## config.mk

```make
export PLATFORM = sky130hd
export DESIGN_NAME = wb_dispatch
export DESIGN_NICKNAME = d
export VERILOG_FILES = /design/src/rtl/wb_pkg.sv /design/src/rtl/wb_regfile.sv /design/src/rtl/wb_param_feed.sv /design/src/rtl/wb_method_port.sv /design/src/rtl/wb_dispatch.sv
export SDC_FILE = /design/constraint.sdc
export NUM_CORES = 1
export LEC_CHECK = 0
export CAP_MARGIN = 20
export CORE_AREA = 2 2 187 189
export CTS_BUF_LIST = sky130_fd_sc_hd__clkbuf_4 sky130_fd_sc_hd__clkbuf_8
export CTS_CLUSTER_DIAMETER = 200
export DETAILED_ROUTE_END_ITERATION = 7
export DIE_AREA = 0 0 189 191
export GPL_TIMING_DRIVEN = 0
export PLACE_DENSITY = 0.86
export SYNTH_ARGS = -nofsm -noshare
export SYNTH_HDL_FRONTEND = slang
export SYNTH_SLANG_ARGS = --single-unit
```

## constraint.sdc

```tcl
create_clock -name clk -period 2.1 [get_ports clk]
set_clock_uncertainty 0.05 [all_clocks]
set_input_delay 0.42 -clock clk [delete_from_list [all_inputs] [get_ports clk]]
set_output_delay 0.42 -clock clk [all_outputs]
set_load 0.005 [all_outputs]
```

## src/rtl/wb_pkg.sv

```systemverilog
package wb_pkg;

  localparam int DATA_W = 32;
  localparam int MA_AW  = 12;
  localparam int MA_IW  = 6;

  typedef enum logic [2:0] {
    WB_FETCH_ONLY   = 3'd0,
    WB_MOVE         = 3'd1,
    WB_MOVE_LOAD    = 3'd2,
    WB_FETCH_SEND   = 3'd3,
    WB_MOVE_SEND    = 3'd4,
    WB_FETCH_LOAD   = 3'd5,
    WB_MOVE_LOAD_PS = 3'd6,
    WB_MOVE_LOAD_FS = 3'd7
  } wb_mode_e;

  typedef enum logic [1:0] {
    SRC_RESULT = 2'd0,
    SRC_PARAM  = 2'd1,
    SRC_FIELD  = 2'd2
  } snd_src_e;

  typedef struct packed {
    logic     fetch;
    logic     reg_from_param;
    logic     load_ma;
    logic     send;
    snd_src_e snd_src;
  } wb_ctl_t;

  function automatic wb_ctl_t decode_mode(input logic [2:0] m);
    wb_ctl_t c;
    c = '{fetch: 1'b0, reg_from_param: 1'b0, load_ma: 1'b0, send: 1'b0, snd_src: SRC_RESULT};
    case (wb_mode_e'(m))
      WB_FETCH_ONLY:   begin c.fetch = 1'b1; c.reg_from_param = 1'b1; end
      WB_MOVE:         ;
      WB_MOVE_LOAD:    c.load_ma = 1'b1;
      WB_FETCH_SEND:   begin c.fetch = 1'b1; c.reg_from_param = 1'b1; c.send = 1'b1; end
      WB_MOVE_SEND:    c.send = 1'b1;
      WB_FETCH_LOAD:   begin c.fetch = 1'b1; c.reg_from_param = 1'b1; c.load_ma = 1'b1; end
      WB_MOVE_LOAD_PS: begin c.load_ma = 1'b1; c.fetch = 1'b1; c.send = 1'b1; c.snd_src = SRC_PARAM; end
      WB_MOVE_LOAD_FS: begin c.load_ma = 1'b1; c.send = 1'b1; c.snd_src = SRC_FIELD; end
      default:         ;
    endcase
    return c;
  endfunction

  // Increment field of a result, zero-extended to the data width.
  function automatic logic [DATA_W-1:0] inc_field(input logic [DATA_W-1:0] r);
    return {{(DATA_W-MA_IW){1'b0}}, r[MA_AW+MA_IW-1:MA_AW]};
  endfunction

  function automatic logic [MA_AW-1:0] ma_step(input logic [MA_AW-1:0] a,
                                               input logic [MA_IW-1:0] inc);
    return a + {{(MA_AW-MA_IW){1'b0}}, inc};
  endfunction

endpackage

```

## src/rtl/wb_regfile.sv

```systemverilog
module wb_regfile #(
  parameter int DW   = 32,
  parameter int NREG = 8,
  localparam int RW  = $clog2(NREG)
) (
  input  logic          clk,
  input  logic          rst_n,
  input  logic          clr,
  input  logic [DW-1:0] preload_data,
  input  logic          we,
  input  logic [RW-1:0] waddr,
  input  logic [DW-1:0] wdata,
  input  logic [RW-1:0] ra_a,
  input  logic [RW-1:0] ra_b,
  output logic [DW-1:0] rd_a,
  output logic [DW-1:0] rd_b
);

  logic [DW-1:0] store [NREG];
  logic          wr_hit;

  // entry 0 is never a write target, so it keeps its reset value of zero
  assign wr_hit = we && (waddr != '0);

  always_ff @(posedge clk or negedge rst_n) begin
    if (!rst_n) begin
      for (int i = 0; i < NREG; i++) store[i] <= '0;
    end else if (clr) begin
      for (int i = 0; i < NREG; i++) store[i] <= '0;
      store[1] <= preload_data;
    end else if (wr_hit) begin
      store[waddr] <= wdata;
    end
  end

  assign rd_a = store[ra_a];
  assign rd_b = store[ra_b];


  zero_reg_chk: assert property (@(posedge clk) disable iff (!rst_n)
    (ra_a == '0) |-> (rd_a == '0));


  preload_chk: assert property (@(posedge clk) disable iff (!rst_n)
    clr |=> (store[1] == $past(preload_data)));

endmodule

```

## src/rtl/wb_param_feed.sv

```systemverilog
module wb_param_feed #(
  parameter int DW     = 32,
  parameter int PIDX_W = 4
) (
  input  logic            clk,
  input  logic            rst_n,
  input  logic            start,
  input  logic [PIDX_W:0] cnt_in,
  input  logic            fetch,
  input  logic            done,
  output logic [PIDX_W-1:0] prm_idx,
  input  logic [DW-1:0]   prm_data,
  output logic [DW-1:0]   fetch_data,
  output logic            underflow_err,
  output logic            leftover_err
);

  localparam logic [PIDX_W:0] ONE = {{PIDX_W{1'b0}}, 1'b1};

  logic [PIDX_W:0] ptr_q;
  logic [PIDX_W:0] cnt_q;
  logic            exhausted;
  logic            fetch_miss;

  assign exhausted  = (ptr_q >= cnt_q);
  assign fetch_miss = fetch && exhausted;
  assign prm_idx    = start ? '0 : ptr_q[PIDX_W-1:0];
  assign fetch_data = exhausted ? '0 : prm_data;

  always_ff @(posedge clk or negedge rst_n) begin
    if (!rst_n) begin
      ptr_q         <= '0;
      cnt_q         <= '0;
      underflow_err <= 1'b0;
      leftover_err  <= 1'b0;
    end else if (start) begin
      ptr_q         <= ONE;
      cnt_q         <= cnt_in;
      underflow_err <= 1'b0;
      leftover_err  <= 1'b0;
    end else begin
      if (fetch && !exhausted) ptr_q <= ptr_q + ONE;
      if (fetch_miss)          underflow_err <= 1'b1;
      if (done)                leftover_err  <= (ptr_q != cnt_q);
    end
  end


  underflow_set_chk: assert property (@(posedge clk) disable iff (!rst_n)
    (fetch_miss && !start) |=> underflow_err);


  ptr_hold_chk: assert property (@(posedge clk) disable iff (!rst_n)
    (fetch_miss && !start) |=> $stable(ptr_q));


  leftover_chk: assert property (@(posedge clk) disable iff (!rst_n)
    (done && !start) |=> (leftover_err == ($past(ptr_q) != $past(cnt_q))));

endmodule

```

## src/rtl/wb_method_port.sv

```systemverilog
module wb_method_port #(
  parameter int DW = 32,
  parameter int AW = 12,
  parameter int IW = 6
) (
  input  logic          clk,
  input  logic          rst_n,
  input  logic          start,
  input  logic          load,
  input  logic [DW-1:0] load_val,
  input  logic          send,
  input  logic [DW-1:0] send_val,
  output logic          snd_valid,
  output logic [AW-1:0] snd_addr,
  output logic [DW-1:0] snd_data
);
  import wb_pkg::*;

  logic [AW-1:0] ma_addr_q;
  logic [IW-1:0] ma_inc_q;
  logic [AW-1:0] cur_addr;
  logic [IW-1:0] cur_inc;

  // an address loaded by the same operation is the one the send uses
  assign cur_addr = load ? load_val[AW-1:0]     : ma_addr_q;
  assign cur_inc  = load ? load_val[AW+IW-1:AW] : ma_inc_q;

  always_ff @(posedge clk or negedge rst_n) begin
    if (!rst_n) begin
      ma_addr_q <= '0;
      ma_inc_q  <= '0;
      snd_valid <= 1'b0;
      snd_addr  <= '0;
      snd_data  <= '0;
    end else if (start) begin
      ma_addr_q <= '0;
      ma_inc_q  <= '0;
      snd_valid <= 1'b0;
    end else begin
      snd_valid <= send;
      ma_inc_q  <= cur_inc;
      if (send) begin
        snd_addr  <= cur_addr;
        snd_data  <= send_val;
        ma_addr_q <= ma_step(cur_addr, cur_inc);
      end else begin
        ma_addr_q <= cur_addr;
      end
    end
  end


  send_strobe_chk: assert property (@(posedge clk) disable iff (!rst_n)
    (send && !start) |=> snd_valid);


  step_after_send_chk: assert property (@(posedge clk) disable iff (!rst_n)
    snd_valid |-> (ma_addr_q == AW'(snd_addr + {{(AW-IW){1'b0}}, ma_inc_q})));

endmodule

```

## src/rtl/wb_dispatch.sv

```systemverilog
module wb_dispatch #(
  parameter int DW     = 32,
  parameter int NREG   = 8,
  parameter int PIDX_W = 4,
  parameter int MA_AW  = 12,
  parameter int MA_IW  = 6,
  localparam int RW    = $clog2(NREG)
) (
  input  logic              clk,
  input  logic              rst_n,
  input  logic              mac_start,
  input  logic [PIDX_W:0]   prm_count,
  output logic [PIDX_W-1:0] prm_idx,
  input  logic [DW-1:0]     prm_data,
  input  logic              op_valid,
  input  logic [2:0]        op_mode,
  input  logic [RW-1:0]     op_dst,
  input  logic [DW-1:0]     op_result,
  input  logic [RW-1:0]     rd_sel_a,
  output logic [DW-1:0]     rd_data_a,
  input  logic [RW-1:0]     rd_sel_b,
  output logic [DW-1:0]     rd_data_b,
  input  logic              mac_done,
  output logic              snd_valid,
  output logic [MA_AW-1:0]  snd_addr,
  output logic [DW-1:0]     snd_data,
  output logic              underflow_err,
  output logic              leftover_err
);
  import wb_pkg::*;

  wb_ctl_t       ctl;
  logic          act;
  logic          do_fetch;
  logic          do_load;
  logic          do_send;
  logic [DW-1:0] fetch_data;
  logic [DW-1:0] reg_wdata;
  logic [DW-1:0] send_val;

  assign ctl      = decode_mode(op_mode);
  assign act      = op_valid && !mac_start;
  assign do_fetch = act && ctl.fetch;
  assign do_load  = act && ctl.load_ma;
  assign do_send  = act && ctl.send;

  assign reg_wdata = ctl.reg_from_param ? fetch_data : op_result;

  always_comb begin
    case (ctl.snd_src)
      SRC_PARAM: send_val = fetch_data;
      SRC_FIELD: send_val = inc_field(op_result);
      default:   send_val = op_result;
    endcase
  end

  wb_param_feed #(.DW(DW), .PIDX_W(PIDX_W)) feed_i (
    .clk          (clk),
    .rst_n        (rst_n),
    .start        (mac_start),
    .cnt_in       (prm_count),
    .fetch        (do_fetch),
    .done         (mac_done),
    .prm_idx      (prm_idx),
    .prm_data     (prm_data),
    .fetch_data   (fetch_data),
    .underflow_err(underflow_err),
    .leftover_err (leftover_err)
  );

  wb_regfile #(.DW(DW), .NREG(NREG)) rf_i (
    .clk         (clk),
    .rst_n       (rst_n),
    .clr         (mac_start),
    .preload_data(prm_data),
    .we          (act),
    .waddr       (op_dst),
    .wdata       (reg_wdata),
    .ra_a        (rd_sel_a),
    .ra_b        (rd_sel_b),
    .rd_a        (rd_data_a),
    .rd_b        (rd_data_b)
  );

  wb_method_port #(.DW(DW), .AW(MA_AW), .IW(MA_IW)) mport_i (
    .clk      (clk),
    .rst_n    (rst_n),
    .start    (mac_start),
    .load     (do_load),
    .load_val (op_result),
    .send     (do_send),
    .send_val (send_val),
    .snd_valid(snd_valid),
    .snd_addr (snd_addr),
    .snd_data (snd_data)
  );


  start_quiet_chk: assert property (@(posedge clk) disable iff (!rst_n)
    mac_start |=> !snd_valid);


  start_clears_err_chk: assert property (@(posedge clk) disable iff (!rst_n)
    mac_start |=> (!underflow_err && !leftover_err));


  field_send_chk: assert property (@(posedge clk) disable iff (!rst_n)
    (act && op_mode == 3'd7) |=> (snd_data[DW-1:MA_IW] == '0));

endmodule

```

==> results of run 1 <==
[cells by family (layout without fill, tap and decap cells)]
family | count (synthesis) | count (layout) | synth area share (%)
and+or+nand+nor | 342 | 342 | 8.45
muxes | 222 | 222 | 22.0
AOI/OAI and AO/OA | 387 | 387 | 18.0
xor gates and xnor gates | 8 | 8 | 0.476
buffers and inverters | 148 | 594 | 3.77
DFF | 331 | 331 | 46.3
other | 0 | 3 | 0
adders and majority gates | 14 | 14 | 0.980
[power groups by stage]
stage          Combinational, mW  Sequential [mW]  Clock [mW]
2_1_floorplan               1.48             7.00           0
3_3_place_gp                2.73             7.05           0
3_5_place_dp                2.83             7.06           0
4_1_cts                     3.23             6.94        7.03
5_1_grt                     3.87             7.00        7.44
6_report                    3.75             7.00        7.25
[synth_stat cells (2+ instances only)]
cell,instances
a211oi_1,4
a21o_1,3
a21oi_1,12
a221oi_1,32
a22o_1,224
a31oi_1,6
and2_1,6
and3_1,10
buf_1,4
buf_2,49
buf_4,3
buf_6,6
clkbuf_1,71
dfrtp_1,331
ha_1,14
inv_1,13
mux2_2,80
mux2i_1,13
mux4_2,128
nand2_1,123
nand2b_1,2
nand3_1,8
nand4_1,5
nor2_1,132
nor2b_1,39
nor3_1,3
o211ai_1,33
o21ai_0,22
o21ai_1,4
o21ai_2,31
o22ai_1,2
or2_2,2
or3_1,3
xnor2_1,3
xor2_1,4
[placed cells by master, fill, tap and decap left out, types with 31 or more instances in the layout]
cell type | synthesis | final
nor2_1 | 132 | 132
buf_4 | 3 | 92
clkbuf_1 | 71 | 36
a22o_1 | 224 | 224
mux2_4 | 0 | 69
o211ai_1 | 33 | 33
dfrtp_1 | 331 | 329
nor2b_1 | 39 | 39
nand2_1 | 123 | 123
buf_6 | 6 | 130
clkdlybuf4s50_1 | 0 | 116
clkbuf_8 | 0 | 82
mux4_2 | 128 | 128
buf_2 | 49 | 31
[final cells by class]
type / count / area, µm²
inverter: 14 / 52.6
antenna: 3 / 7.51
timing repair buffer: 345 / 3590
clock inverter: 16 / 234
tap: 455 / 569
clock buffer: 86 / 1150
multi-input combinational: 973 / 10000
sequential: 331 / 8290
fill: 1869 / 9290
buffer: 133 / 921
[routing by layer]
| layer | vias to the layer above | track usage (%) | routed length, µm |
|---|---|---|---|
| met3 | 602 | 11.1 | 11200 |
| met2 | 1905 | 58.1 | 33700 |
| li1 | 6408 | - | - |
| met5 | - | 0 | 13 |
| met1 | 8485 | 44.7 | 24200 |
| met4 | 2 | 24.4 | 7160 |
[stage by stage]
step | total power [mW] | hold WS (ns) | util (%) | setup TNS (ns)
CTS | 17.2 | 0.194 | 70.1 | -22.42
global placement | 9.77 | 0.412 | 60.2 | -4717.30
floorplan | 8.48 | 0.0744 | - | -5.63
detailed placement | 9.88 | 0.335 | 60.4 | -265.50
finish | 18.0 | 0.239 | 72.8 | -35.90
global route | 18.3 | 0.258 | 72.8 | -43.46
[critical path, stage by stage]
cell and delay [ns]:
clkdlybuf4s50_1 0.68, mux2i_4 0.30, inv_2 0.09, ha_4 0.18, ha_4 0.16, or3_4 0.36, a2111oi_4 0.44, o21ai_2 0.20
nand4_1 0.15, mux2i_1 0.24
[state kept, by name, indices dropped and copies added, names as in the netlist]
| name | flops |
|---|---|
| rf_i.store | 256 |
| mport_i.snd_data | 32 |
| mport_i.ma_addr_q | 12 |
| mport_i.snd_addr | 12 |
| mport_i.ma_inc_q | 6 |
| feed_i.cnt_q | 5 |
| feed_i.ptr_q | 5 |
| feed_i.leftover_err | 1 |
| feed_i.underflow_err | 1 |
| mport_i.snd_valid | 1 |
[what timing repair did]
| item | 4_1_cts | 5_1_grt |
|---|---|---|
| gates resized for setup | 546 | 113 |
| hold endpoints to repair | 55 | 0 |
| hold buffers | 1 | 0 |
| pin swaps | 24 | 94 |
| gates cloned | 2 | 6 |
| setup buffers | 107 | 40 |
| setup endpoints to repair | 359 | 324 |
[how the worst max path moves through the flow]
stage / from / to / cells past startpoint
2_1_floorplan: op_mode[0] / mport_i.ma_addr_q[6] / 13
3_3_place_gp: rst_n / rf_i.store[241] / 1
3_5_place_dp: op_valid / mport_i.ma_addr_q[10] / 13
4_1_cts: rf_i.store[10] / rd_data_a[10] / 4
5_1_grt: op_result[0] / mport_i.ma_addr_q[10] / 10
6_report: op_result[0] / mport_i.ma_addr_q[10] / 10
==> flow_summary.ini, run 1 <==
[place]
placedCellCount = 2098
port-buffer-count = 188
post_dp_cell_area_mm2 = 0.0206
detailedPlace.worstSlack_ns = -1.78
hpwl_um = 41300
gp_congestion = 0.916

[min_path]
worstHoldPathType = in2async

[clock_network]
numCtsBuffers = 56
cts_root_buffer = clkbuf_8
cts_buffer_depth = 3
h-tree-depth = 2
cts_tree = built
clk-insertion-delay-late_ns = 0.64
path_clk_slew_ns = 0.08
clock-sinks = 331

[timing]
post-route-min-period_ns = 2.73
finalSetupViolCount = 202
hold_violations = 0
fin_ws_ns = -0.633
fin_crit_sh_pct = 130
rsz0062_at_grt = true
drv_slew = 0
worst_pin_slew_ns = 1.08
fmax_mhz = 366
max_slew_margin_pct = 27.8

[pwr]
p_per_area_mw_per_mm2 = 725
clock_power_share_pct = 40.3
ir_drop_v = 0.000507
pwr-share-seq_pct = 38.9
leakage_nw = 11.2
switching_share_pct = 29.9
internal-power_mw = 12.6
power_frac_comb_pct = 20.8
p_sw_mw = 5.37

[layout]
finalInstanceArea_mm2 = 0.0248
drive_above_1_share_pct = 39.5
instances_no_fill = 2356
area_growth_syn_to_layout_pct = 38.9
nets = 1954

[die]
core_mm2 = 0.0341
initial_core_util_pct = 52.4
die_x_um = 189
num_rows = 68
die_h_um = 191
die-area_mm2 = 0.0361
design.portCount = 201

[yosys]
yosysSeqAreaShare_pct = 46.3
synth_area_mm2 = 0.0179
synthTopCellsByArea = dfrtp_1 46%, mux4_2 16%, a22o_1 11%
yosysTopAreaCellShare_pct = 46.3
synth_edf_count = 0
yosysUniqueCellTypes = 62
async_flop_share_pct = 100
syn_area_per_cell_um2 = 12.3
syn_nets = 1552
synth_top_area_cell = dfrtp_1
synth_flop_cell = dfrtp_1
synth-seq-cells = 331
synth_cells = 1452
ys.warnings.count = 0

[setup_path]
start_kind = input port
r2r_cells = 8
r2r_start = mport_i.ma_addr_q[1]
reg2reg_slack_ns = -0.59
path_class = in2reg
reg2reg_to = mport_i.ma_addr_q[10]
cp_max_fo = 4
end_kind = flop
arrival_ns = 3.23
critPathRequiredTime_ns = 2.60

[global_routing]
grt_pass1_wl_um = 101000
grt-ovfl-total = 0
grt_pass1_vias = 16952
track_usage_pct = 37.0
grt_max_degree = 103
antenna_found_initial = 4

[drt]
dr_total_vias = 17402
wl_um = 76300
wl_per_cell_um = 32.4
dr.pass1.iters = 8
drc_errors = 0
ant_nets = 0
initialDrtViolationCount = 2648
vias_per_cell = 7.39

[job]
max_cap_violations = 0

[status]
failed_checks = negative setup slack
outcome = finished with violations
(Power assumes the default switching activity.)
==> run 2: changes to the inputs <==
Settings changed: CORE_AREA 2 2 187 189 to 2 2 248 250, DIE_AREA 0 0 189 191 to 0 0 250 252, GPL_ROUTABILITY_DRIVEN set to 1, PLACE_DENSITY 0.86 to 0.57.
==> flow_summary.ini, run 2 (same netlist as run 1, synthesis figures left out) <==
[status]
outcome = finished with violations
failed_checks = negative hold slack, negative setup slack

[pwr]
total_power_mw = 17.4
leakage_nw = 11.1
p_per_area_mw_per_mm2 = 697
ir_drop_v = 0.000523

[die]
die_h_um = 252
core_mm2 = 0.0601
design.portCount = 201
die-area_mm2 = 0.0630
initial_core_util_pct = 29.7
num_rows = 90
die_x_um = 250

[timing]
fin_crit_sh_pct = 125
fin_ws_ns = -0.516
rsz0062_at_grt = true
hold_slack_ns = -0.256
max_slew_margin_pct = 21.0
worst_pin_slew_ns = 1.18
finalSetupViolCount = 135
fmax_mhz = 382
hold_violations = 102
drv_slew = 0
post-route-min-period_ns = 2.62

[layout]
mostFrequentLayoutCells = 328 x dfrtp_1, 224 x a22o_1, 132 x nor2_1
reg_top3 = rf_i.store: 256 flops, mport_i.snd_data: 32 flops
drive_above_1_share_pct = 39.0
final_common_cell = dfrtp_1
area_growth_syn_to_layout_pct = 39.6
regMostFlops = rf_i.store
largest_reg_flops = 256
fillers = 5660
finalInstanceArea_mm2 = 0.0250
nets = 1945

[drt]
ant_nets = 0
dr_total_vias = 15122
drc_errors = 0
wl_um = 69700
dr.pass1.iters = 6
initialDrtViolationCount = 1304
vias_per_cell = 5.66
wl_per_cell_um = 26.1

[setup_path]
r2r_start = mport_i.ma_inc_q[0]
path_buf_inv = 2
arrival_ns = 2.15
slowest_delay_ns = 0.47
critPathRequiredTime_ns = 1.63
start_kind = flop
crit_path_frequent_cell = buf_6
r2r_cells = 8
critPathTopFamily = multiplexers
end_kind = output port
reg2reg_slack_ns = -0.17
cp_max_fo = 2
cp_slowest_cell = mux4_2
reg2reg_to = mport_i.ma_addr_q[10]
path_class = reg2out
worstPathCellList = buf_6 -> mux4_2 -> mux2_4 -> buf_6

[global_routing]
grt-ovfl-total = 0
grt_pass1_wl_um = 102000
track_usage_pct = 21.7
grt_pass1_vias = 15791
grt_max_degree = 118
antenna_found_initial = 5

[clock_network]
cts_root_buffer = clkbuf_8
cts_tree = built
numCtsBuffers = 59
clock-sinks = 331
cts_buffer_depth = 3
h-tree-depth = 2
path_clk_slew_ns = 0.06
clk-insertion-delay-late_ns = 0.69

[place]
gp_congestion = 0.842
post_dp_cell_area_mm2 = 0.0210
hpwl_um = 46800
port-buffer-count = 188

[min_path]
worstHoldPathType = in2async

[job]
max_cap_violations = 0
run 2: cell count changes in the layout (fill, tap and decap cells not counted), moves of 3 or more:
cell,change
a221oi_2,+5
a221oi_4,-4
a31oi_1,+3
a31oi_2,-4
buf_4,+10
buf_6,-16
buf_8,-3
bufinv_16,-3
clkbuf_1,+4
clkbuf_4,+7
o21ai_2,-4
o21ai_4,+3
run 2: worst max path at each step:
| stage | from | to | cells past startpoint |
|---|---|---|---|
| finish | rf_i.store[223] | rd_data_a[31] | 4 |
| global route | rf_i.store[194] | rd_data_b[2] | 4 |
| CTS | rf_i.store[223] | rd_data_a[31] | 4 |
| detailed placement | op_valid | mport_i.ma_addr_q[4] | 13 |
| global placement | rst_n | rf_i.store[144] | 1 |
| floorplan | op_mode[0] | mport_i.ma_addr_q[6] | 13 |
run 2: cell type report:
| cell class | instances | area (µm²) | share of cell area, % |
|---|---|---|---|
| sequential | 331 | 8290 | 33.2 |
| antenna | 3 | 7.51 | 0.0301 |
| multi-input combinational | 973 | 10000 | 40.1 |
| clock buffer | 92 | 1180 | 4.72 |
| tap | 782 | 978 | 3.92 |
| timing repair buffer | 333 | 3380 | 13.5 |
| inverter | 14 | 52.6 | 0.211 |
| clock inverter | 13 | 155 | 0.622 |
| buffer | 133 | 915 | 3.67 |
run 2: worst register-to-register path, stage by stage (launching register included):
cell       delay [ns]
dfrtp_1          0.36
mux2_4           0.29
ha_4             0.17
ha_4             0.16
or3_4            0.34
a2111oi_4        0.37
o21ai_2          0.16
nand4_1          0.12
mux2i_1          0.18
run 2: routing by layer:
| layer | vias up | part of all wire (%) | track usage (%) |
|---|---|---|---|
| met5 | - | 0.044 | 0 |
| met2 | 682 | 49 | 36.0 |
| met3 | 136 | 7.0 | 4.03 |
| li1 | 6377 | - | - |
| met4 | 6 | 2.6 | 7.19 |
| met1 | 7921 | 42 | 28.6 |
run 2: timing repair:
action	in CTS	in global routing
setup endpoints to repair	368	314
hold endpoints to repair	102	102
cloned	2	5
setup buffers	99	36
resized for setup	552	76
pin swaps	64	132
run 2: power by group:
| group | internal (mW) | leakage [nW] | total [mW] | switching (mW) |
|---|---|---|---|---|
| Sequential | 6.71 | 4.44 | 6.96 | 0.246 |
| Combinational | 1.67 | 5.95 | 3.54 | 1.88 |
| Clock | 3.93 | 0.707 | 6.88 | 2.95 |
| Total | 12.3 | 11.1 | 17.4 | 5.07 |
run 2: metrics by stage:
stage | hold WS, ns | setup slack (ns) | std cells | setup TNS (ns) | util (%)
after global placement | 0.415 | -14.42 | 2422 | -5047.07 | 34.8
final | -0.256 | -0.516 | 2674 | -27.51 | 41.5
after CTS | -0.220 | -0.506 | 2629 | -28.22 | 40.3
after floorplan | 0.0744 | -0.736 | 1452 | -5.63 | -
after detailed placement | 0.419 | -1.79 | 2424 | -311.96 | 34.9
after global routing | -0.176 | -0.523 | 2672 | -38.29 | 41.5
==> run 3: changes to the inputs <==
Settings changed: CAP_MARGIN 20 to unset.
==> flow_summary.ini, run 3 (same netlist as run 1, synthesis figures left out) <==
[drt]
wl_per_cell_um = 26.1
met3_length_um = 4880
wirelength_met1_um = 29100
highest_layer = met5
initialDrtViolationCount = 1301
dr.pass1.iters = 5
wl_um = 69700
drc_errors = 0
vias_per_cell = 5.66
dr_total_vias = 15112
ant_nets = 0
wl_met2_um = 33700

[timing]
hold_violations = 102
drv_slew = 0
finalSetupViolCount = 129
worst_pin_slew_ns = 1.30
post-route-min-period_ns = 2.60
max_slew_margin_pct = 13.2
rsz0062_at_grt = true
fmax_mhz = 384
fin_crit_sh_pct = 124
tns_ns = -27.18
fin_ws_ns = -0.503
hold_slack_ns = -0.256

[die]
die_h_um = 252
num_rows = 90
die-area_mm2 = 0.0630
die_x_um = 250
core_mm2 = 0.0601
design.portCount = 201
initial_core_util_pct = 29.7

[clock_network]
clk-insertion-delay-late_ns = 0.69
cts_buffer_depth = 3
cts_tree = built
numCtsBuffers = 59
h-tree-depth = 2
path_clk_slew_ns = 0.06
cts_root_buffer = clkbuf_8
clock-sinks = 331

[setup_path]
cp_slowest_cell = mux4_2
reg2reg_slack_ns = -0.18
r2r_start = mport_i.ma_inc_q[0]
end_kind = output port
crit_path_frequent_cell = buf_6
cp_max_fo = 2
critPathRequiredTime_ns = 1.63
r2r_cells = 8
worstPathCellList = buf_6 -> mux4_2 -> mux2_4 -> buf_6
arrival_ns = 2.13
reg2reg_to = mport_i.ma_addr_q[10]
slowest_delay_ns = 0.46
start_kind = flop
path_class = reg2out

[global_routing]
grt_max_degree = 118
grt_pass1_wl_um = 102000
track_usage_pct = 21.7
grt-ovfl-total = 0
antenna_found_initial = 5
grt_pass1_vias = 15791

[place]
gp_congestion = 0.842
port-buffer-count = 188
hpwl_um = 46800

[pwr]
leakage_nw = 11.1
total_power_mw = 17.4
ir_drop_v = 0.000522
p_per_area_mw_per_mm2 = 698

[layout]
final_common_cell = dfrtp_1
nets = 1943
drive_above_1_share_pct = 39.0
largest_reg_flops = 256
area_growth_syn_to_layout_pct = 39.3
regMostFlops = rf_i.store
reg_top3 = rf_i.store: 256 flops, mport_i.snd_data: 32 flops
mostFrequentLayoutCells = 328 x dfrtp_1, 224 x a22o_1, 132 x nor2_1

[job]
max_cap_violations = 0

[min_path]
worstHoldPathType = in2async

[status]
outcome = finished with violations
failed_checks = negative hold slack, negative setup slack
## run 3: stage by stage
stage | util [%] | hold slack [ns] | instance area (µm²) | setup WS, ns | std cells
finish | 41.4 | -0.256 | 24900 | -0.503 | 2671
global placement | 34.8 | 0.415 | 20900 | -14.42 | 2422
global route | 41.4 | -0.176 | 24900 | -0.523 | 2670
CTS | 40.3 | -0.220 | 24200 | -0.506 | 2629
detailed placement | 34.9 | 0.419 | 21000 | -1.79 | 2424
floorplan | - | 0.0744 | 18100 | -0.736 | 1452
## run 3: area by class of cell
| type | count | area, µm² |
|---|---|---|
| Timing Repair Buffer | 331 | 3350 |
| Clock buffer | 92 | 1180 |
| Fill cell | 5668 | 35200 |
| Buffer | 133 | 915 |
| Sequential cell | 331 | 8290 |
| Antenna cell | 2 | 5.00 |
| Clock inverter | 13 | 155 |
| Inverter | 14 | 52.6 |
| Multi-Input combinational cell | 973 | 9990 |
| Tap cell | 782 | 978 |
## run 3: how the worst max path moves through the flow
stage | start | endpoint | cells after the start
CTS | rf_i.store[223] | rd_data_a[31] | 4
floorplan | op_mode[0] | mport_i.ma_addr_q[6] | 13
global placement | rst_n | rf_i.store[144] | 1
global route | rf_i.store[194] | rd_data_b[2] | 4
detailed placement | op_valid | mport_i.ma_addr_q[4] | 13
finish | rf_i.store[223] | rd_data_a[31] | 4
## run 3: where the power goes
group / leakage [nW] / switching (mW) / internal, mW
sequential: 4.44 / 0.245 / 6.71
combinational: 5.93 / 1.88 / 1.66
clock: 0.707 / 2.95 / 3.93
## run 3: timing repair
action | CTS | global route
hold endpoints to repair | 102 | 102
setup endpoints to repair | 368 | 314
setup buffers | 99 | 36
gates cloned | 2 | 5
pin swaps | 64 | 134
resized for setup | 552 | 76
## run 3: critical path: cells and delay by family, from the launching register on
kind	cells	cell delay (ns)
buf+inv	2	0.25
flops	1	0.40
mux	2	0.78
## run 3: per-layer routing
layer	GRT usage (%)	vias up
li1	-	6381
met5	0	-
met3	4.03	136
met1	28.6	7899
met4	7.19	8
met2	36.0	688
